### config.mk
export PLATFORM = sky130hd
export DESIGN_NAME = mdio_mgmt_master
export DESIGN_NICKNAME = d
export VERILOG_FILES = /design/src/rtl/mdio_mgmt_pkg.sv /design/src/rtl/mdio_clk_div.sv /design/src/rtl/mdio_frame_engine.sv /design/src/rtl/mdio_regs.sv /design/src/rtl/mdio_mgmt_master.sv
export SDC_FILE = /design/constraint.sdc
export NUM_CORES = 1
export LEC_CHECK = 0
export BUFFER_PORTS_ARGS = -buffer_cell sky130_fd_sc_hd__clkbuf_2
export CAP_MARGIN = 25
export CORE_ASPECT_RATIO = 1.1
export CORE_MARGIN = 2
export CORE_UTILIZATION = 45
export DETAILED_ROUTE_END_ITERATION = 10
export PLACE_DENSITY_LB_ADDON = 0.1
export SYNTH_ARGS = -nofsm -noshare
export SYNTH_HDL_FRONTEND = slang
export SYNTH_HIERARCHICAL = 1
export SYNTH_SLANG_ARGS = --single-unit
### constraint.sdc
create_clock -name clk -period 3.48 [get_ports clk]
set_clock_uncertainty 0.05 [all_clocks]
set_input_delay 0.87 -clock clk [delete_from_list [all_inputs] [get_ports clk]]
set_output_delay 0.87 -clock clk [all_outputs]
set_load 0.02 [all_outputs]
### src/rtl/mdio_mgmt_pkg.sv
package mdio_mgmt_pkg;

  localparam int BUS_W  = 32;
  localparam int PHY_W  = 5;
  localparam int REG_W  = 5;
  localparam int CODE_W = 4;
  localparam int DATA_W = 16;
  localparam int CMD_W  = PHY_W + REG_W + CODE_W + 2;

  // command word image, MSB first: device, register, divider, write, go
  typedef struct packed {
    logic [PHY_W-1:0]  phy;
    logic [REG_W-1:0]  regad;
    logic [CODE_W-1:0] div_code;
    logic              wr;
    logic              go;
  } cmd_t;

  localparam logic SEL_CMD  = 1'b0;
  localparam logic SEL_DATA = 1'b1;

endpackage

### src/rtl/mdio_clk_div.sv
module mdio_clk_div
  import mdio_mgmt_pkg::*;
#(
  parameter int DIV_W = CODE_W
) (
  input  logic             clk,
  input  logic             rst_n,
  input  logic             run,
  input  logic             restart,
  input  logic [DIV_W-1:0] div_code,
  output logic             mdc,
  output logic             rise_evt,
  output logic             fall_evt
);

  localparam int CNT_W = DIV_W + 1;

  logic [CNT_W-1:0] cnt_q, cnt_d, half_m1;
  logic             mdc_q, mdc_d, term;

  // half period is code+2 clocks, so the terminal count is code+1
  assign half_m1 = CNT_W'(div_code) + CNT_W'(1);
  assign term    = run && !restart && (cnt_q == half_m1);

  always_comb begin
    cnt_d = cnt_q;
    mdc_d = mdc_q;
    if (restart || !run) begin
      cnt_d = '0;
      mdc_d = 1'b0;
    end else if (term) begin
      cnt_d = '0;
      mdc_d = ~mdc_q;
    end else begin
      cnt_d = cnt_q + CNT_W'(1);
    end
  end

  always_ff @(posedge clk or negedge rst_n) begin
    if (!rst_n) begin
      cnt_q <= '0;
      mdc_q <= 1'b0;
    end else begin
      cnt_q <= cnt_d;
      mdc_q <= mdc_d;
    end
  end

  assign mdc      = mdc_q;
  assign rise_evt = term && !mdc_q;
  assign fall_evt = term && mdc_q;

  AST_CNT_IN_RANGE: assert property (@(posedge clk) disable iff (!rst_n)
    run |-> (cnt_q <= half_m1)) else $error("divider count beyond half period");

endmodule

### src/rtl/mdio_frame_engine.sv
module mdio_frame_engine
  import mdio_mgmt_pkg::*;
#(
  parameter int PREAMBLE_LEN = 32
) (
  input  logic              clk,
  input  logic              rst_n,
  input  logic              start,
  input  logic              is_wr,
  input  logic [PHY_W-1:0]  phy,
  input  logic [REG_W-1:0]  regad,
  input  logic [DATA_W-1:0] wdata,
  input  logic              rise_evt,
  input  logic              fall_evt,
  input  logic              mdio_i,
  output logic              busy,
  output logic              done,
  output logic [DATA_W-1:0] rd_data,
  output logic              mdio_o,
  output logic              mdio_oe
);

  localparam int FRAME_LEN = PREAMBLE_LEN + 4 + PHY_W + REG_W + 2 + DATA_W;
  localparam int IDX_W     = $clog2(FRAME_LEN);
  localparam int TA_POS    = PREAMBLE_LEN + 4 + PHY_W + REG_W;
  localparam logic [IDX_W-1:0] TA_IDX   = IDX_W'(TA_POS);
  localparam logic [IDX_W-1:0] DATA_IDX = IDX_W'(TA_POS + 2);
  localparam logic [IDX_W-1:0] LAST_IDX = IDX_W'(FRAME_LEN - 1);

  typedef enum logic {ST_IDLE, ST_SHIFT} st_t;

  st_t                  st_q, st_d;
  logic                 wr_q, wr_d;
  logic [IDX_W-1:0]     idx_q, idx_d;
  logic [FRAME_LEN-1:0] sh_q, sh_d, frame_word;
  logic [DATA_W-1:0]    rd_q, rd_d;
  logic                 last_bit;

  assign frame_word = { {PREAMBLE_LEN{1'b1}},
                        2'b01,
                        (is_wr ? 2'b01 : 2'b10),
                        phy,
                        regad,
                        (is_wr ? 2'b10 : 2'b00),
                        (is_wr ? wdata : {DATA_W{1'b0}}) };

  assign last_bit = (idx_q == LAST_IDX);
  assign done     = (st_q == ST_SHIFT) && fall_evt && last_bit;

  always_comb begin
    st_d  = st_q;
    wr_d  = wr_q;
    idx_d = idx_q;
    sh_d  = sh_q;
    rd_d  = rd_q;
    case (st_q)
      ST_IDLE: begin
        if (start) begin
          st_d  = ST_SHIFT;
          wr_d  = is_wr;
          idx_d = '0;
          sh_d  = frame_word;
        end
      end
      ST_SHIFT: begin
        if (rise_evt && !wr_q && (idx_q >= DATA_IDX)) begin
          rd_d = {rd_q[DATA_W-2:0], mdio_i};
        end
        if (fall_evt) begin
          if (last_bit) begin
            st_d = ST_IDLE;
          end else begin
            idx_d = idx_q + IDX_W'(1);
            sh_d  = {sh_q[FRAME_LEN-2:0], 1'b0};
          end
        end
      end
      default: st_d = ST_IDLE;
    endcase
  end

  always_ff @(posedge clk or negedge rst_n) begin
    if (!rst_n) begin
      st_q  <= ST_IDLE;
      wr_q  <= 1'b0;
      idx_q <= '0;
      sh_q  <= '0;
      rd_q  <= '0;
    end else begin
      st_q  <= st_d;
      wr_q  <= wr_d;
      idx_q <= idx_d;
      sh_q  <= sh_d;
      rd_q  <= rd_d;
    end
  end

  assign busy    = (st_q == ST_SHIFT);
  assign rd_data = rd_q;
  assign mdio_o  = busy ? sh_q[FRAME_LEN-1] : 1'b1;
  assign mdio_oe = busy && (wr_q || (idx_q < TA_IDX));

  AST_START_ONLY_IDLE: assert property (@(posedge clk) disable iff (!rst_n)
    start |-> !busy) else $error("start seen while a frame runs");

  AST_FRAME_OPENS_DRIVEN: assert property (@(posedge clk) disable iff (!rst_n)
    $rose(busy) |-> (mdio_oe && mdio_o)) else $error("frame did not open with driven preamble");

  AST_SINGLE_EDGE: assert property (@(posedge clk) disable iff (!rst_n)
    !(rise_evt && fall_evt)) else $error("MDC rise and fall in one clock");

endmodule

### src/rtl/mdio_regs.sv
module mdio_regs
  import mdio_mgmt_pkg::*;
(
  input  logic              clk,
  input  logic              rst_n,
  input  logic              bus_we,
  input  logic              bus_addr,
  input  logic [BUS_W-1:0]  bus_wdata,
  output logic [BUS_W-1:0]  bus_rdata,
  input  logic              busy,
  input  logic              done,
  input  logic [DATA_W-1:0] rd_data,
  output cmd_t              cmd,
  output logic [DATA_W-1:0] wdata,
  output logic              start
);

  cmd_t              cmd_q, cmd_d;
  logic [DATA_W-1:0] data_q, data_d;
  logic              cmd_wr, dat_wr;
  logic              unused_hi;

  assign unused_hi = ^bus_wdata[BUS_W-1:CMD_W];

  assign cmd_wr = bus_we && (bus_addr == SEL_CMD)  && !busy;
  assign dat_wr = bus_we && (bus_addr == SEL_DATA) && !busy;
  assign start  = cmd_wr && bus_wdata[0];

  always_comb begin
    cmd_d = cmd_q;
    if (cmd_wr) begin
      cmd_d    = cmd_t'(bus_wdata[CMD_W-1:0]);
      cmd_d.go = 1'b0;
    end
  end

  always_comb begin
    data_d = data_q;
    if (dat_wr) begin
      data_d = bus_wdata[DATA_W-1:0];
    end else if (done && !cmd_q.wr) begin
      data_d = rd_data;
    end
  end

  always_ff @(posedge clk or negedge rst_n) begin
    if (!rst_n) begin
      cmd_q  <= '0;
      data_q <= '0;
    end else begin
      cmd_q  <= cmd_d;
      data_q <= data_d;
    end
  end

  always_comb begin
    if (bus_addr == SEL_CMD) begin
      bus_rdata = { {(BUS_W-CMD_W){1'b0}}, cmd_q.phy, cmd_q.regad,
                    cmd_q.div_code, cmd_q.wr, busy };
    end else begin
      bus_rdata = { {(BUS_W-DATA_W){1'b0}}, data_q };
    end
  end

  assign cmd   = cmd_q;
  assign wdata = data_q;

  AST_CMD_HELD: assert property (@(posedge clk) disable iff (!rst_n)
    (busy && $past(busy)) |-> $stable(cmd_q)) else $error("command fields moved mid-frame");

  AST_DATA_HELD: assert property (@(posedge clk) disable iff (!rst_n)
    (busy && $past(busy)) |-> $stable(data_q)) else $error("data register moved mid-frame");

endmodule

### src/rtl/mdio_mgmt_master.sv
module mdio_mgmt_master
  import mdio_mgmt_pkg::*;
#(
  parameter int PREAMBLE_LEN = 32
) (
  input  logic        clk,
  input  logic        rst_n,
  input  logic        bus_we,
  input  logic        bus_addr,
  input  logic [31:0] bus_wdata,
  output logic [31:0] bus_rdata,
  output logic        mdc,
  input  logic        mdio_i,
  output logic        mdio_o,
  output logic        mdio_oe
);

  localparam int FRAME_LEN  = PREAMBLE_LEN + 4 + PHY_W + REG_W + 2 + DATA_W;
  localparam int MAX_BUSY   = 2 * FRAME_LEN * ((1 << CODE_W) + 1);
  localparam int BUSY_CNT_W = $clog2(MAX_BUSY + 1);

  logic [1:0]        rst_pipe;
  logic              rst_n_s;
  cmd_t              cmd;
  logic [DATA_W-1:0] wdata, rd_data;
  logic              start, busy, done, rise_evt, fall_evt;

  // asynchronous assertion, synchronous release
  always_ff @(posedge clk or negedge rst_n) begin
    if (!rst_n) rst_pipe <= '0;
    else        rst_pipe <= {rst_pipe[0], 1'b1};
  end
  assign rst_n_s = rst_pipe[1];

  mdio_regs i_regs (
    .clk       (clk),
    .rst_n     (rst_n_s),
    .bus_we    (bus_we),
    .bus_addr  (bus_addr),
    .bus_wdata (bus_wdata),
    .bus_rdata (bus_rdata),
    .busy      (busy),
    .done      (done),
    .rd_data   (rd_data),
    .cmd       (cmd),
    .wdata     (wdata),
    .start     (start)
  );

  mdio_clk_div #(.DIV_W(CODE_W)) i_div (
    .clk      (clk),
    .rst_n    (rst_n_s),
    .run      (busy),
    .restart  (start),
    .div_code (cmd.div_code),
    .mdc      (mdc),
    .rise_evt (rise_evt),
    .fall_evt (fall_evt)
  );

  mdio_frame_engine #(.PREAMBLE_LEN(PREAMBLE_LEN)) i_frame (
    .clk      (clk),
    .rst_n    (rst_n_s),
    .start    (start),
    .is_wr    (bus_wdata[1]),
    .phy      (bus_wdata[15:11]),
    .regad    (bus_wdata[10:6]),
    .wdata    (wdata),
    .rise_evt (rise_evt),
    .fall_evt (fall_evt),
    .mdio_i   (mdio_i),
    .busy     (busy),
    .done     (done),
    .rd_data  (rd_data),
    .mdio_o   (mdio_o),
    .mdio_oe  (mdio_oe)
  );

  // frame length watch for the busy bound
  logic [BUSY_CNT_W-1:0] busy_cnt, busy_limit;

  always_ff @(posedge clk or negedge rst_n_s) begin
    if (!rst_n_s)  busy_cnt <= '0;
    else if (busy) busy_cnt <= busy_cnt + BUSY_CNT_W'(1);
    else           busy_cnt <= '0;
  end

  assign busy_limit = BUSY_CNT_W'(2 * FRAME_LEN) *
                      (BUSY_CNT_W'(cmd.div_code) + BUSY_CNT_W'(2));

  AST_BUSY_BOUNDED: assert property (@(posedge clk) disable iff (!rst_n_s)
    busy |-> (busy_cnt < busy_limit)) else $error("busy outlived its frame");

  AST_MDC_IDLE_LOW: assert property (@(posedge clk) disable iff (!rst_n_s)
    !busy |-> !mdc) else $error("MDC toggling while idle");

  AST_MDO_ON_FALL: assert property (@(posedge clk) disable iff (!rst_n_s)
    !$stable(mdio_o) |-> $fell(mdc)) else $error("MDIO moved off an MDC falling edge");

endmodule

# [Yosys cells after proc, flatten, opt, wreduce, memory -nomap -nowiden]
# Cells that the tools add are included.
[word_totals] register_bits=127 inputBits=37 output_inout_bits=35
[classes] n_addsub=3 n_lt_le_gt_ge=2 eq_ne=5 muxes=23 bitwise=3 reduce_logical=27
[op_table] cell="$mux W64" count=3
[op_table] cell="$pmux W64 S2" count=1
[op_table] cell="$mux W16" count=4
[op_table] cell="$mux W6" count=3
[op_table] cell="$logic_and A1 B1 Y1" count=15
[op_table] cell="$pmux W6 S2" count=1
[op_table] cell="$mux W5" count=2
[op_table] cell="$add A6 B1 Y6 const B" count=1
[op_table] cell="$eq A6 B6 Y1 const B" count=1
[op_table] cell="$ge A6 B6 Y1 const B" count=1
[op_table] cell="$lt A6 B6 Y1 const B" count=1
[op_table] cell="$mux W1" count=6
[op_table] cell="$add A4 B1 Y5 const B" count=1
[op_table] cell="$add A5 B1 Y5 const B" count=1
[op_table] cell="$eq A5 B5 Y1" count=1
[op_table] cell="$logic_not A1 Y1" count=5
[op_table] cell="$mux W2" count=2
[op_table] cell="$ne A2 B2 Y1 const B" count=2
[op_table] cell="$reduce_and A2 Y1" count=2
[op_table] cell="$reduce_bool A2 Y1" count=2
[op_table] cell="$not A1 Y1" count=3
[op_table] cell="$reduce_and A3 Y1" count=1
[op_table] cell="$logic_or A1 B1 Y1" count=2
[op_table] cell="$ne A2 B1 Y1 const B" count=1
[op_table] cell="$pmux W1 S2" count=1

# [Logic depth before layout (Yosys ltp)]
# Gate-level depths: netlist (run 1).
[logic_depth] ltp_word=13 ltp_mapped=14 mapped_depth_nobuf=10

# [By module]
# Netlist (run 1), hierarchy kept.
[modules_own_cells] mod="mdio_frame_engine" n_inst=1 cells_each=327 area_each_um2=4050.1 seq_area_each_um2=2202.1
[modules_own_cells] mod="mdio_regs" n_inst=1 cells_each=140 area_each_um2=1650.3 seq_area_each_um2=775.7
[modules_own_cells] mod="mdio_clk_div" n_inst=1 cells_each=37 area_each_um2=387.9 seq_area_each_um2=150.1
[modules_own_cells] mod="mdio_mgmt_master" n_inst=1 cells_each=3 area_each_um2=53.8 seq_area_each_um2=50.0

# [Worst setup path after synthesis (run 1)]
# Ideal clock, no wire load.
[synth_timing] path_kind="input port to flip-flop" from="input bus_addr" to="register i_regs.data_q[0], in the netlist i_regs/wdata[0]" t_arrival_ps=2958 setup_slack_ps=335 cell_stages=14 n_path_buf=5 cell_sequence="buf_6 > nor3b_4 > buf_6 > and2_1 > nor2b_1 > and3_1 > clkbuf_1 > nand2_1 > nor2_1 > nor2b_1 > buf_2 > buf_6 > mux2i_1 > a21oi_1"
[synth_via] elab_chain_cells=12
[synth_lines] item="start, declared" line_no="mdio_mgmt_master.sv:9" rtl="input logic bus_addr,"
[synth_lines] item="$not A1 Y1" line_no="mdio_regs.sv:25" rtl="assign cmd_wr = bus_we && (bus_addr == SEL_CMD) && !busy;"
[synth_lines] item="$logic_and A1 B1 Y1 (2 in a row)" line_no="mdio_regs.sv:25"
[synth_lines] item="$logic_and A1 B1 Y1" line_no="mdio_regs.sv:27" rtl="assign start = cmd_wr && bus_wdata[0];"
[synth_lines] item="net start" line_no="mdio_mgmt_master.sv:26" rtl="logic start, busy, done, rise_evt, fall_evt;"
[synth_lines] item="$logic_not A1 Y1" line_no="mdio_clk_div.sv:23" rtl="assign term = run && !restart && (cnt_q == half_m1);"
[synth_lines] item="$logic_and A1 B1 Y1 (2 in a row)" line_no="mdio_clk_div.sv:23"
[synth_lines] item="$logic_and A1 B1 Y1" line_no="mdio_clk_div.sv:51" rtl="assign fall_evt = term && mdc_q;"
[synth_lines] item="net fall_evt" line_no="mdio_mgmt_master.sv:26"
[synth_lines] item="$logic_and A1 B1 Y1 (2 in a row)" line_no="mdio_frame_engine.sv:48" rtl="assign done = (st_q == ST_SHIFT) && fall_evt && last_bit;"
[synth_lines] item="net done" line_no="mdio_mgmt_master.sv:26"
[synth_lines] item="$logic_and A1 B1 Y1" line_no="mdio_regs.sv:41" rtl="end else if (done && !cmd_q.wr) begin"
[synth_lines] item="$reduce_bool A2 Y1 (no source line)"
[synth_lines] item="end signal, assigned" line_no="mdio_regs.sv:52" rtl="data_q <= data_d;"
[synth_lines] item="end, declared" line_no="mdio_regs.sv:19" rtl="logic [DATA_W-1:0] data_q, data_d;"
# The timed path passes the listed nets, and every way through them passes these cells.
# A chain may end at the register's enable or synchronous reset.

# [Final worst setup path (run 1)]
[layout_timing] from="register i_regs.cmd_q (netlist bit i_regs/cmd[2])" to="register i_regs.data_q[5], in the netlist i_regs/wdata[5]"
[layout_via] elab_chain_cells=8
[layout_lines] item="start, declared" line_no="mdio_regs.sv:18" rtl="cmd_t cmd_q, cmd_d;"
[layout_lines] item="start signal, assigned" line_no="mdio_regs.sv:51" rtl="cmd_q <= cmd_d;"
[layout_lines] item="$add A4 B1 Y5" line_no="mdio_clk_div.sv:22" rtl="assign half_m1 = CNT_W'(div_code) + CNT_W'(1);"
[layout_lines] item="$eq A5 B5 Y1" line_no="mdio_clk_div.sv:23"
[layout_lines] item="$logic_and A1 B1 Y1" line_no="mdio_clk_div.sv:23"
[layout_lines] item="$logic_and A1 B1 Y1" line_no="mdio_clk_div.sv:51"
[layout_lines] item="net fall_evt" line_no="mdio_mgmt_master.sv:26"
[layout_lines] item="$logic_and A1 B1 Y1 (2 in a row)" line_no="mdio_frame_engine.sv:48"
[layout_lines] item="net done" line_no="mdio_mgmt_master.sv:26"
[layout_lines] item="$logic_and A1 B1 Y1" line_no="mdio_regs.sv:41"
[layout_lines] item="$reduce_bool A2 Y1 (no source line)"
# The timed path passes the listed nets, and every way through them passes these cells.

==> results of run 1 <==
## sequential cells by signal (all words and copies together) (netlist names)
signal / cells
i_regs/cmd: 15
i_frame/sh_q: 64
i_frame/wr_q: 1
i_frame/rd_data: 16
i_div/cnt_q: 5
i_frame/idx_q: 6
i_div/mdc: 1
i_regs/wdata: 16
rst_pipe: 2
i_frame/busy: 1
## worst max-delay path: cells and delay by family, from the launching register on
family	cells	cell delay [ps]
flip-flops	1	430
buffers and inverters	1	300
adder cells (fa/ha/maj)	1	280
multiplexers	1	240
AO/OA/AOI/OAI	4	890
AND/OR/NAND/NOR	4	680
## final timing paths
| kind | to | startpoint | cells past startpoint | slack [ps] |
|---|---|---|---|---|
| setup / recovery | i_regs/wdata[5]$_DFFE_PN0P_ | i_regs/cmd[2]$_DFFE_PN0P_ | 11 | 480 |
| hold / removal | rst_pipe[1]$_DFF_PN0_ | rst_n | 1 | 180 |
| setup reg to reg | i_regs/wdata[5]$_DFFE_PN0P_ | i_regs/cmd[2]$_DFFE_PN0P_ | 11 | 480 |
| hold reg to reg | rst_pipe[1]$_DFF_PN0_ | rst_pipe[0]$_DFF_PN0_ | 0 | 300 |
| max in group asynchronous | i_frame/busy$_DFF_PN0_ | rst_pipe[1]$_DFF_PN0_ | 1 | 2120 |
| min in group clk | rst_pipe[1]$_DFF_PN0_ | rst_pipe[0]$_DFF_PN0_ | 0 | 300 |
## stage by stage
stage	std cells	util	worst slack (ps)
detailed placement	712	0.487	481
global placement	712	0.487	518
finish	742	0.533	476
floorplan	521	-	335
CTS	742	0.533	448
global route	742	0.533	238
## cell type report
type / instances / area (µm²)
inverter: 26 / 97.6
sequential: 127 / 3180
timing repair buffer: 54 / 345
tap: 184 / 230
multi-input combinational: 321 / 2600
clock inverter: 5 / 103
clock buffer: 25 / 515
fill: 1147 / 6190
## power groups by stage
| stage | Combinational [mW] | Sequential (mW) | Clock, mW |
|---|---|---|---|
| after floorplan | 1.09 | 2.18 | 0 |
| after global placement | 1.31 | 2.24 | 0 |
| after detailed placement | 1.34 | 2.26 | 0 |
| after CTS | 1.35 | 2.24 | 1.88 |
| after global routing | 1.49 | 2.30 | 1.94 |
| final | 1.33 | 2.23 | 1.83 |
## per-layer routing
metal	share of wire	track usage	vias up
li1	-	-	1806
met1	0.47	0.236	1889
met2	0.49	0.280	59
met3	0.026	0.0411	13
met4	0.014	0.0702	2
met5	0.0011	0	-
## cell usage in the layout (no fill, tap or decap), types with 2 or more instances in the layout
cell type,instances
sky130_fd_sc_hd__clkbuf_2,39
sky130_fd_sc_hd__a211oi_1,2
sky130_fd_sc_hd__nand4_1,4
sky130_fd_sc_hd__inv_1,26
sky130_fd_sc_hd__a41oi_1,2
sky130_fd_sc_hd__nand3_1,5
sky130_fd_sc_hd__mux2_2,93
sky130_fd_sc_hd__nand3b_1,2
sky130_fd_sc_hd__a31oi_1,2
sky130_fd_sc_hd__xor2_1,3
sky130_fd_sc_hd__mux2i_1,40
sky130_fd_sc_hd__conb_1,17
sky130_fd_sc_hd__ha_1,3
sky130_fd_sc_hd__clkbuf_1,2
sky130_fd_sc_hd__xnor2_1,5
sky130_fd_sc_hd__clkbuf_8,6
sky130_fd_sc_hd__nor2b_1,5
sky130_fd_sc_hd__a21oi_1,22
sky130_fd_sc_hd__buf_4,12
sky130_fd_sc_hd__nor2_1,35
sky130_fd_sc_hd__a22o_1,14
sky130_fd_sc_hd__buf_12,3
sky130_fd_sc_hd__clkbuf_16,17
sky130_fd_sc_hd__nand2b_1,4
sky130_fd_sc_hd__mux2_4,6
sky130_fd_sc_hd__dfrtp_1,125
sky130_fd_sc_hd__nor3_1,7
sky130_fd_sc_hd__bufinv_16,3
sky130_fd_sc_hd__nand2_1,28
==> out/results.txt, run 1 <==
The run finished with clean final reports. For this run the aggregate overflow at the end of global routing stands at 0. Relative to the synthesized area, the layout overhead comes to 15.3%.

The wire length of the first global-routing pass is 20.0 mm. The detailed-route vias per instance was 5.08. The tools report the part of the total power dissipated in sequential elements as 0.414.

The routed design has 11.7 mm of wire. The logs give 127 for the clock net sink count and 2 for the clock tree buffer depth. The overall global routing resource usage is 0.177. The signal on the critical path passes through ha_1 -> o21ba_1 -> a221oi_1 -> o2111a_2 -> and3_1 -> nand2_1 -> nor2_1 -> nor2b_2 -> buf_4 -> mux2i_1 -> a21oi_1. The run gives 3.16 nW as the static leakage. The logs give 3710 ps for the required time at the worst-slack endpoint and 0 for the residual antenna-violating net count after detailed routing. The placer congestion estimate came out at 0.777. Setup repair after global routing left no endpoint under its margin. In this run the tool buffered the top-level ports with 39 buffer cells.

The die footprint was 0.0146 mm². Dividing the detail-routed wire length by the instance count gives 15.8 µm. The worst hold-check slack is 183 ps, and the maximum fanout along the worst path is 16. The final-report max-slew violation count was 0; the height of the die was 126 µm. The share of post-route cells with drive strength above 1 was 0.341; the relative slew slack was 0.378.

For the top achievable clock speed, the log shows 0.333 GHz. The cell sitting at the root of the clock tree is a sky130_fd_sc_hd__clkbuf_16. The power density over cell area was 763 mW/mm²; the number of hold violations in the final report was 0. The completed layout was analyzed and its total power is 5.39 mW. After clock tree synthesis, the clock-pin slew on the worst setup and hold paths is 50 ps. The placement-stage cell area came out at 0.00645 mm². STA classifies the critical path endpoint as a flip-flop. A synthesized cell averages 12.1 µm². For this design the total switching power over the nets is 1.52 mW.

The critical path is of the flip-flop to flip-flop type. The repair_antennas step left the layout with diodes totalling 0. For this run, the number of Yosys warnings is 6.

The number of hold buffers added after CTS was 0; the total negative setup slack was 0 ps. Among all stages on the critical path, the largest delay is contributed by sky130_fd_sc_hd__dfrtp_1. The minimum clock period was 3000 ps; the count of final setup violators was 0. The count of routing violations after the opening detailed-route iteration is 159, and the level count of the clock H-tree is 4.

The number of cell rows was 44. Horizontal die dimension: 115 µm. The clock reaches the later pin of the worst-skew pair after 410 ps. For the synthesized area, the log shows 0.00613 mm². The largest vdd supply drop is 0.416 mV, and the total number of nets in the final design is 587. Cell internal power was estimated by the tool at 3.87 mW. The arrival time reported for the critical path endpoint was 3230 ps.

The switching fraction of total power was 0.282. The tools report the number of global-route vias before repair as 3964. The worst setup path is launched from a flip-flop. In this run the post-CTS setup repair buffer count came out at 0. Pin placement for this block handled 72 I/O pins. The pin count of the biggest net entering global routing was 71.

The effective utilization at floorplan was 0.462; the standard cell core area was 0.0133 mm². The logs give 4 for the detailed-router iteration count before antenna repair and 0.00707 mm² for the finished layout cell area. After detailed routing, the number of remaining DRC violations is 0.

For this run, the slowest stage of the critical path takes 430 ps. Initial antenna violation count: 1. The clock network fraction of design power was 0.339; the actual transition at the worst max-transition pin was 933 ps. Counting every instance in the synthesized netlist gives 506. The run gives 0.246 as the combinational share of power. The run gives 7.42 mm as the detailed placer's ending HPWL. The total CTS buffers was 17; the final critical-path share of the clock period was 0.863.

The number of gates resized after CTS was 0. Across all layers, the routed design uses 3769 vias. TritonCTS built the clock tree.

Across the run, the number of max-cap violations was 0. The class of the worst hold path is input pin to async pin.
(Power assumes the default switching activity.)
==> run 2: changes to the inputs <==
--- a/config.mk
+++ b/config.mk
@@ -11,6 +11,7 @@
 export CORE_MARGIN = 2
 export CORE_UTILIZATION = 45
 export DETAILED_ROUTE_END_ITERATION = 10
+export HOLD_SLACK_MARGIN = 0.02
 export PLACE_DENSITY_LB_ADDON = 0.1
 export SYNTH_ARGS = -nofsm -noshare
 export SYNTH_HDL_FRONTEND = slang
==> constraint.sdc (replaced) <==
create_clock -name clk -period 3.1 [get_ports clk]
set_clock_uncertainty 0.05 [all_clocks]
set_input_delay 0.775 -clock clk [delete_from_list [all_inputs] [get_ports clk]]
set_output_delay 0.775 -clock clk [all_outputs]
set_load 0.02 [all_outputs]
==> out/results.txt, run 2 (synthesized netlist as in run 1, its figures left out) <==
The number of setup buffers added after CTS is 0 (unchanged), and the total via count after detailed routing is 3779 (was 3769). Total congestion overflow: 0 (unchanged). For the total number of nets in the final design, the log shows 589 (was 587). Critical Path, Cell by Cell: ha_1 -> o21ba_1 -> a221oi_1 -> o2111a_2 -> and3_1 -> nand2_2 -> a32oi_2 -> buf_12 -> mux2_2 (was ha_1 -> o21ba_1 -> a221oi_1 -> o2111a_2 -> and3_1 -> nand2_1 -> nor2_1 -> nor2b_2 -> buf_4 -> mux2i_1 -> a21oi_1). Setup repair after global routing left no endpoint under its margin. Final critical-path share of the clock period: 0.917 (was 0.863). The run gives 3933 (was 3964) as the number of global-route vias before repair.

The minimum clock period is 2840 ps (was 3000 ps). The standard cell core area is 0.0133 mm² (unchanged). The source of the worst register-to-register timing path is i_regs/cmd[2]$_DFFE_PN0P_ (unchanged).

The count of final setup violators is 0 (unchanged), and the average wire length per cell after detail routing is 15.7 µm (was 15.8 µm). The tools report the startpoint type of the worst setup path as a flip-flop (unchanged). The final-report max-slew violation count came out at 0 (unchanged).

The pin count of the biggest net entering global routing was 66 (was 71); the maximum fanout along the worst path was 29 (was 16). The residual antenna-violating net count after detailed routing is 0 (unchanged), and the wire length of the first global-routing pass is 19.8 mm (was 20.0 mm). The total power draw was 5.81 mW (was 5.39 mW).

The share of post-route cells with drive strength above 1 is 0.347 (was 0.341), and the aggregate routed wire length is 11.7 mm (about the same). The post-route non-filler standard cell count was 746 (was 742); the top achievable clock speed was 0.352 GHz (was 0.333 GHz). The static leakage is 3.14 nW (was 3.16 nW). TritonCTS built the clock tree. The logs give 0 (was 1) for the initial antenna violation count and 0.0459 (was 0.0411) for the fraction of met3 tracks used by global routing.

The clock net sink count is 127 (unchanged). The tools report the largest vdd supply drop as 0.413 mV (was 0.416 mV). The horizontal die dimension came out at 115 µm (unchanged).

The clock transition at the registers of the reported paths works out to 50 ps (about the same). The synthesis-to-finish area growth was 14.6% (was 15.3%). The number of cell rows is 44 (unchanged).

The effective utilization at floorplan is 0.462 (unchanged), and the placer congestion estimate is 0.765 (was 0.777). The total negative setup slack was 0 ps (unchanged); the height of the die was 126 µm (unchanged). Cell type of the slowest stage on the worst timing path: sky130_fd_sc_hd__dfrtp_1 (unchanged).

The run finished with clean final reports. The run gives 2 (unchanged) as the clock tree buffer depth. Max-capacitance violation count: 0 (unchanged).

Most utilized layer in the global route result: met2 (unchanged). The register bank with the most flops was i_frame/sh_q (unchanged). The tools report the count of routing violations after the opening detailed-route iteration as 154 (was 159).

Top library cells by usage in the layout, fill and taps aside: 125 x sky130_fd_sc_hd__dfrtp_1, 93 x sky130_fd_sc_hd__mux2_2, 40 x sky130_fd_sc_hd__mux2i_1, 39 x sky130_fd_sc_hd__clkbuf_2, 35 x sky130_fd_sc_hd__nor2_1 (unchanged). The tools report the total CTS buffers as 17 (unchanged). The actual transition at the worst max-transition pin came out at 880 ps (was 933 ps).

For the detailed placer's ending HPWL, the log shows 7.53 mm (was 7.42 mm). The highest cell delay on the worst timing path was 430 ps (about the same). The most common cell after layout, fill and taps aside was sky130_fd_sc_hd__dfrtp_1 (unchanged).

Category of the critical setup timing path: flip-flop to flip-flop (unchanged). The relative slew slack is 0.414 (was 0.378). The level count of the clock H-tree was 4 (unchanged). Power density over cell area: 826 mW/mm² (was 763 mW/mm²). Count of input and output buffers: 39 (unchanged).

The smallest setup slack after layout is 259 ps (was 476 ps). The run gives 185 ps (was 481 ps) as the worst setup slack before clock tree synthesis. The count of antenna diodes in the layout was 0 (unchanged). The critical path's top delay family is compound AO/OA/AOI/OAI gates (unchanged).

The detailed-router iteration count before antenna repair was 4 (unchanged). The end of the worst register-to-register path is i_frame/sh_q[24]$_DFFE_PN0P_ (was i_regs/wdata[5]$_DFFE_PN0P_). The worst reg2reg path depth is 9 (was 11).

The number of instances in the placed design came out at 714 (was 712). Routing usage on met1: 0.222 (was 0.236). Class of the worst hold path: input pin to async pin (unchanged). The routing usage on met2 is 0.287 (was 0.280). The tools report the overall global routing resource usage as 0.176 (was 0.177).

The logs give 72 (unchanged) for the number of top-level pins and 410 ps (about the same) for the clock latency on the worst-skew pair. The detailed-route vias per instance was 5.07 (was 5.08); the number of buffers and inverters on the critical path was 1 (unchanged). The endpoint kind of the worst setup timing path is a flip-flop (unchanged).

The die footprint came out at 0.0146 mm² (unchanged). The arrival time reported for the critical path endpoint came out at 3080 ps (was 3230 ps). The tools report the number of gates resized after CTS as 0 (unchanged). The flip-flop count of the largest register, all copies and words added is 64 (unchanged), and the number of hold violations in the final report is 0 (unchanged). The tools report the buffer cell driving the clock tree root as sky130_fd_sc_hd__clkbuf_16 (unchanged). The register-to-register path setup slack was 260 ps (was 480 ps). Number of remaining DRC errors: 0 (unchanged). The run gives 3340 ps (was 3710 ps) as the required time at the worst-slack endpoint.

For the number of hold buffers added after CTS, the log shows 0 (unchanged).
-- run 2: cell types whose count changed in the layout (fill, tap and decap cells not counted), sizes merged --
cell | previous run | this run
clkinv | 1 | 7
clkbuf | 64 | 62
buf | 15 | 17
bufinv | 3 | 0
inv | 26 | 27
-- run 2: worst register-to-register path, delay by kind of cell, from the launching register on --
kind | cells | cell delay, ps
multiplexers | 1 | 380
AO/OA/AOI/OAI | 4 | 1000
AND/OR/NAND/NOR | 2 | 340
buffers and inverters | 1 | 250
adder cells (fa/ha/maj) | 1 | 280
flip-flops | 1 | 430
-- run 2: through the flow --
stage	hold WS (ps)	cell area [µm²]	utilization
after floorplan	281	6190	-
after global placement	288	6480	0.489
after detailed placement	293	6480	0.489
after CTS	69.1	7030	0.530
after global routing	63.6	7030	0.530
final	89.5	7030	0.530
-- run 2: where the power goes --
group	leakage [nW]	total, mW	internal (mW)	switching [mW]
registers	1.52	2.52	2.18	0.344
clock network	0.273	1.80	1.10	0.697
logic	1.36	1.49	0.793	0.692
total	3.14	5.81	4.07	1.73
-- run 2: layout make-up --
class	count	area [µm²]
fill	1189	6240
sequential	127	3180
multi-input combinational	321	2600
clock buffer	23	488
timing repair buffer	56	373
tap	184	230
inverter	26	97.6
clock inverter	9	58.8
-- run 2: how the worst max path moves through the flow --
stage / endpoint / slack, ps / startpoint / cells past startpoint
2_1_floorplan: i_regs/wdata[0]$_DFFE_PN0P_ / 50 / bus_addr / 14
3_3_place_gp: i_frame/sh_q[14]$_DFFE_PN0P_ / 260 / i_regs/cmd[2]$_DFFE_PN0P_ / 9
3_5_place_dp: i_frame/sh_q[23]$_DFFE_PN0P_ / 190 / i_regs/cmd[2]$_DFFE_PN0P_ / 9
4_1_cts: i_frame/sh_q[24]$_DFFE_PN0P_ / 180 / i_regs/cmd[2]$_DFFE_PN0P_ / 9
5_1_grt: i_regs/wdata[15]$_DFFE_PN0P_ / 80 / i_regs/cmd[2]$_DFFE_PN0P_ / 11
6_report: i_frame/sh_q[24]$_DFFE_PN0P_ / 260 / i_regs/cmd[2]$_DFFE_PN0P_ / 9
-- run 2: routing by layer --
metal / vias up / routed length (µm)
li1: 1806 / -
met1: 1894 / 5320
met2: 62 / 5770
met3: 17 / 386
met4: 0 / 229
met5: - / 0
==> run 3: changes to the inputs <==
--- a/config.mk
+++ b/config.mk
@@ -5,6 +5,7 @@
 export SDC_FILE = /design/constraint.sdc
 export NUM_CORES = 1
 export LEC_CHECK = 0
+export ABC_AREA = 1
 export BUFFER_PORTS_ARGS = -buffer_cell sky130_fd_sc_hd__clkbuf_2
 export CAP_MARGIN = 25
 export CORE_ASPECT_RATIO = 1.1
@@ -12,6 +13,7 @@
 export CORE_UTILIZATION = 45
 export DETAILED_ROUTE_END_ITERATION = 10
 export HOLD_SLACK_MARGIN = 0.02
+export MAX_ROUTING_LAYER = met4
 export PLACE_DENSITY_LB_ADDON = 0.1
 export SYNTH_ARGS = -nofsm -noshare
 export SYNTH_HDL_FRONTEND = slang
==> out/results.txt, run 3 <==
The logs give 2.02 mW (was 1.73 mW) for the reported net switching power and 464 ps (was 259 ps) for the smallest setup slack after layout. The number of remaining DRC errors is 0 (unchanged), and the horizontal die dimension is 115 µm (unchanged). The flip-flop count of the largest register, all copies and words added is 64 (unchanged). The logs give 367 ps (was 185 ps) for the worst setup slack before clock tree synthesis and 0 (unchanged) for the residual antenna-violating net count after detailed routing.

The power density over cell area was 925 mW/mm² (was 826 mW/mm²). The share of post-route cells with drive strength above 1 came out at 0.146 (was 0.347). The logs give 0.00638 mm² (was 0.00648 mm²) for the placement-stage cell area and 0.379 GHz (was 0.352 GHz) for the top achievable clock speed.

For the register-to-register path setup slack, the log shows 460 ps (was 260 ps). Synthesized area: 0.00613 mm² (unchanged). The switching fraction of total power was 0.307 (was 0.298); the placer congestion estimate was 0.842 (was 0.765). Height of the die: 126 µm (unchanged). The count of antenna diodes in the layout was 0 (unchanged). For the max-capacitance violation count, the log shows 0 (unchanged). Register bank with the most flops: i_frame/sh_q (unchanged). The final critical-path share of the clock period was 0.850 (was 0.917). The count of input and output buffers was 39 (unchanged); the pin count of the biggest net entering global routing was 88 (was 66).

Top library cells by usage in the layout, fill and taps aside: 183 x sky130_fd_sc_hd__nand2_1, 126 x sky130_fd_sc_hd__nor2_1, 126 x sky130_fd_sc_hd__dfrtp_1, 62 x sky130_fd_sc_hd__inv_1, 51 x sky130_fd_sc_hd__nand3_1 (was 125 x sky130_fd_sc_hd__dfrtp_1, 93 x sky130_fd_sc_hd__mux2_2, 40 x sky130_fd_sc_hd__mux2i_1, 39 x sky130_fd_sc_hd__clkbuf_2, 35 x sky130_fd_sc_hd__nor2_1). The overall global routing resource usage is 0.203 (was 0.176). The part of the total power dissipated in sequential elements was 0.397 (was 0.434); the aggregate routed wire length was 13.2 mm (was 11.7 mm). The initial antenna violation count came out at 0 (unchanged). Synthesis-to-finish area growth: 15.8% (was 14.6%). Total congestion overflow: 0 (unchanged). The worst reg2reg path depth is 16 (was 9), and the finished layout cell area is 0.00710 mm² (was 0.00703 mm²). The clock transition at the registers of the reported paths is 50 ps (about the same), and the total power draw is 6.57 mW (was 5.81 mW). The startpoint type of the worst setup path is a flip-flop (unchanged). The clock tree buffer depth was 2 (unchanged). Setup repair after global routing left no endpoint under its margin. Class of the worst hold path: input pin to async pin (unchanged). The run finished with clean final reports. The tools report the worst hold-check slack as 87.6 ps (was 89.5 ps). The endpoint kind of the worst setup timing path is a flip-flop (unchanged).

The average wire length per cell after detail routing is 13.6 µm (was 15.7 µm). Total via count after detailed routing: 4767 (was 3779). The effective utilization at floorplan was 0.462 (unchanged). Buffer cell driving the clock tree root: sky130_fd_sc_hd__clkbuf_16 (unchanged).

TritonCTS built the clock tree. The logs give 4 (unchanged) for the level count of the clock H-tree and 0 (unchanged) for the number of hold buffers added after CTS. The count of routing violations after the opening detailed-route iteration came out at 269 (was 154). The static leakage was 3.60 nW (was 3.14 nW); the Yosys warning count was 6 (unchanged). The logs give 813 (was 589) for the total number of nets in the final design and 4615 (was 3933) for the number of global-route vias before repair. The number of top-level pins came out at 72 (unchanged). The wire length of the first global-routing pass is 22.5 mm (was 19.8 mm), and the minimum clock period is 2640 ps (was 2840 ps). Required time at the worst-slack endpoint: 3380 ps (was 3340 ps). The logs give 0 ps (unchanged) for the total negative setup slack and 0.235 (was 0.256) for the combinational share of power. The internal power consumption was 4.55 mW (was 4.07 mW); the core utilization of the finished layout was 0.535 (was 0.530). The logs give 4 (unchanged) for the detailed-router iteration count before antenna repair and 0.467 (was 0.414) for the relative slew slack.

The number of hold violations in the final report is 0 (unchanged). The number of gates resized after CTS came out at 0 (unchanged). For the final-report max-slew violation count, the log shows 0 (unchanged).

Average instance area after synthesis: 8.30 µm² (was 12.1 µm²). The run gives 0.0146 mm² (unchanged) as the die footprint. The count of final setup violators is 0 (unchanged), and the actual transition at the worst max-transition pin is 799 ps (was 880 ps). The category of the critical setup timing path is flip-flop to flip-flop (unchanged). The detailed placer's ending HPWL came out at 8.49 mm (was 7.53 mm). The arrival time reported for the critical path endpoint is 2910 ps (was 3080 ps), and the clock network fraction of design power is 0.368 (was 0.310). Post-route non-filler standard cell count: 970 (was 746). The largest vdd supply drop was 0.391 mV (was 0.413 mV). The number of cell rows is 44 (unchanged), and the maximum fanout along the worst path is 18 (was 29).

The number of fill cells is 1279 (was 1189). The tools report the clock latency on the worst-skew pair as 420 ps (was 410 ps). The run gives 0 (unchanged) as the number of setup buffers added after CTS.

Most common cell after layout, fill and taps aside: sky130_fd_sc_hd__nand2_1 (was sky130_fd_sc_hd__dfrtp_1). The number of instances in the synthesized netlist is 739 (was 506), and the clock net sink count is 127 (unchanged). Detailed-route vias per instance: 4.91 (was 5.07). The standard cell core area is 0.0133 mm² (unchanged), and the number of instances in the placed design is 938 (was 714).

The total CTS buffers came out at 17 (unchanged).
[run 3: worst max-delay path: stages (launching register included)]
cell	delay, ps
sky130_fd_sc_hd__dfrtp_1	460
sky130_fd_sc_hd__ha_1	340
sky130_fd_sc_hd__inv_1	50
sky130_fd_sc_hd__nand2_1	50
sky130_fd_sc_hd__nand2_1	70
sky130_fd_sc_hd__nor2_1	100
sky130_fd_sc_hd__nand3_1	100
sky130_fd_sc_hd__nor2_2	120
sky130_fd_sc_hd__nand2_1	60
sky130_fd_sc_hd__nor2_1	100
sky130_fd_sc_hd__nand2_1	120
sky130_fd_sc_hd__inv_2	150
sky130_fd_sc_hd__nand2_4	60
sky130_fd_sc_hd__nand2_2	280
sky130_fd_sc_hd__buf_4	290
sky130_fd_sc_hd__nand2_1	70
sky130_fd_sc_hd__o21ai_0	80
[run 3: power groups by stage]
stage               sequential (mW)  clock (mW)  combinational [mW]
floorplan                      2.55           0                1.22
global placement               2.61           0                1.50
detailed placement             2.63           0                1.55
CTS                            2.61        2.46                1.56
global route                   2.69        2.54                1.77
finish                         2.61        2.41                1.54
[run 3: cell type report]
type / instances / area [µm²] / share of cell area
tap: 184 / 230 / 0.0324
sequential: 127 / 3180 / 0.448
clock inverter: 12 / 260 / 0.0366
multi-input combinational: 511 / 2410 / 0.339
inverter: 66 / 248 / 0.0349
clock buffer: 20 / 457 / 0.0643
timing repair buffer: 50 / 315 / 0.0444
[run 3: path summary, 6_finish.rpt]
| kind | endpoint | from |
|---|---|---|
| max | i_frame/sh_q[22]$_DFFE_PN0P_ | i_regs/cmd[2]$_DFFE_PN0P_ |
| min | rst_pipe[1]$_DFF_PN0_ | rst_n |
| max reg2reg | i_frame/sh_q[22]$_DFFE_PN0P_ | i_regs/cmd[2]$_DFFE_PN0P_ |
| min reg2reg | i_frame/sh_q[23]$_DFFE_PN0P_ | rst_pipe[1]$_DFF_PN0_ |
| max in group asynchronous | i_frame/sh_q[42]$_DFFE_PN0P_ | rst_pipe[1]$_DFF_PN0_ |
| min in group clk | rst_pipe[1]$_DFF_PN0_ | rst_pipe[0]$_DFF_PN0_ |
[run 3: routing by layer]
metal	global-route usage	vias to the layer above	routed length, µm
met2	0.307	97	6370
met5	-	-	0
met3	0.0511	11	538
li1	-	2374	-
met1	0.266	2285	6100
met4	0.0702	0	145
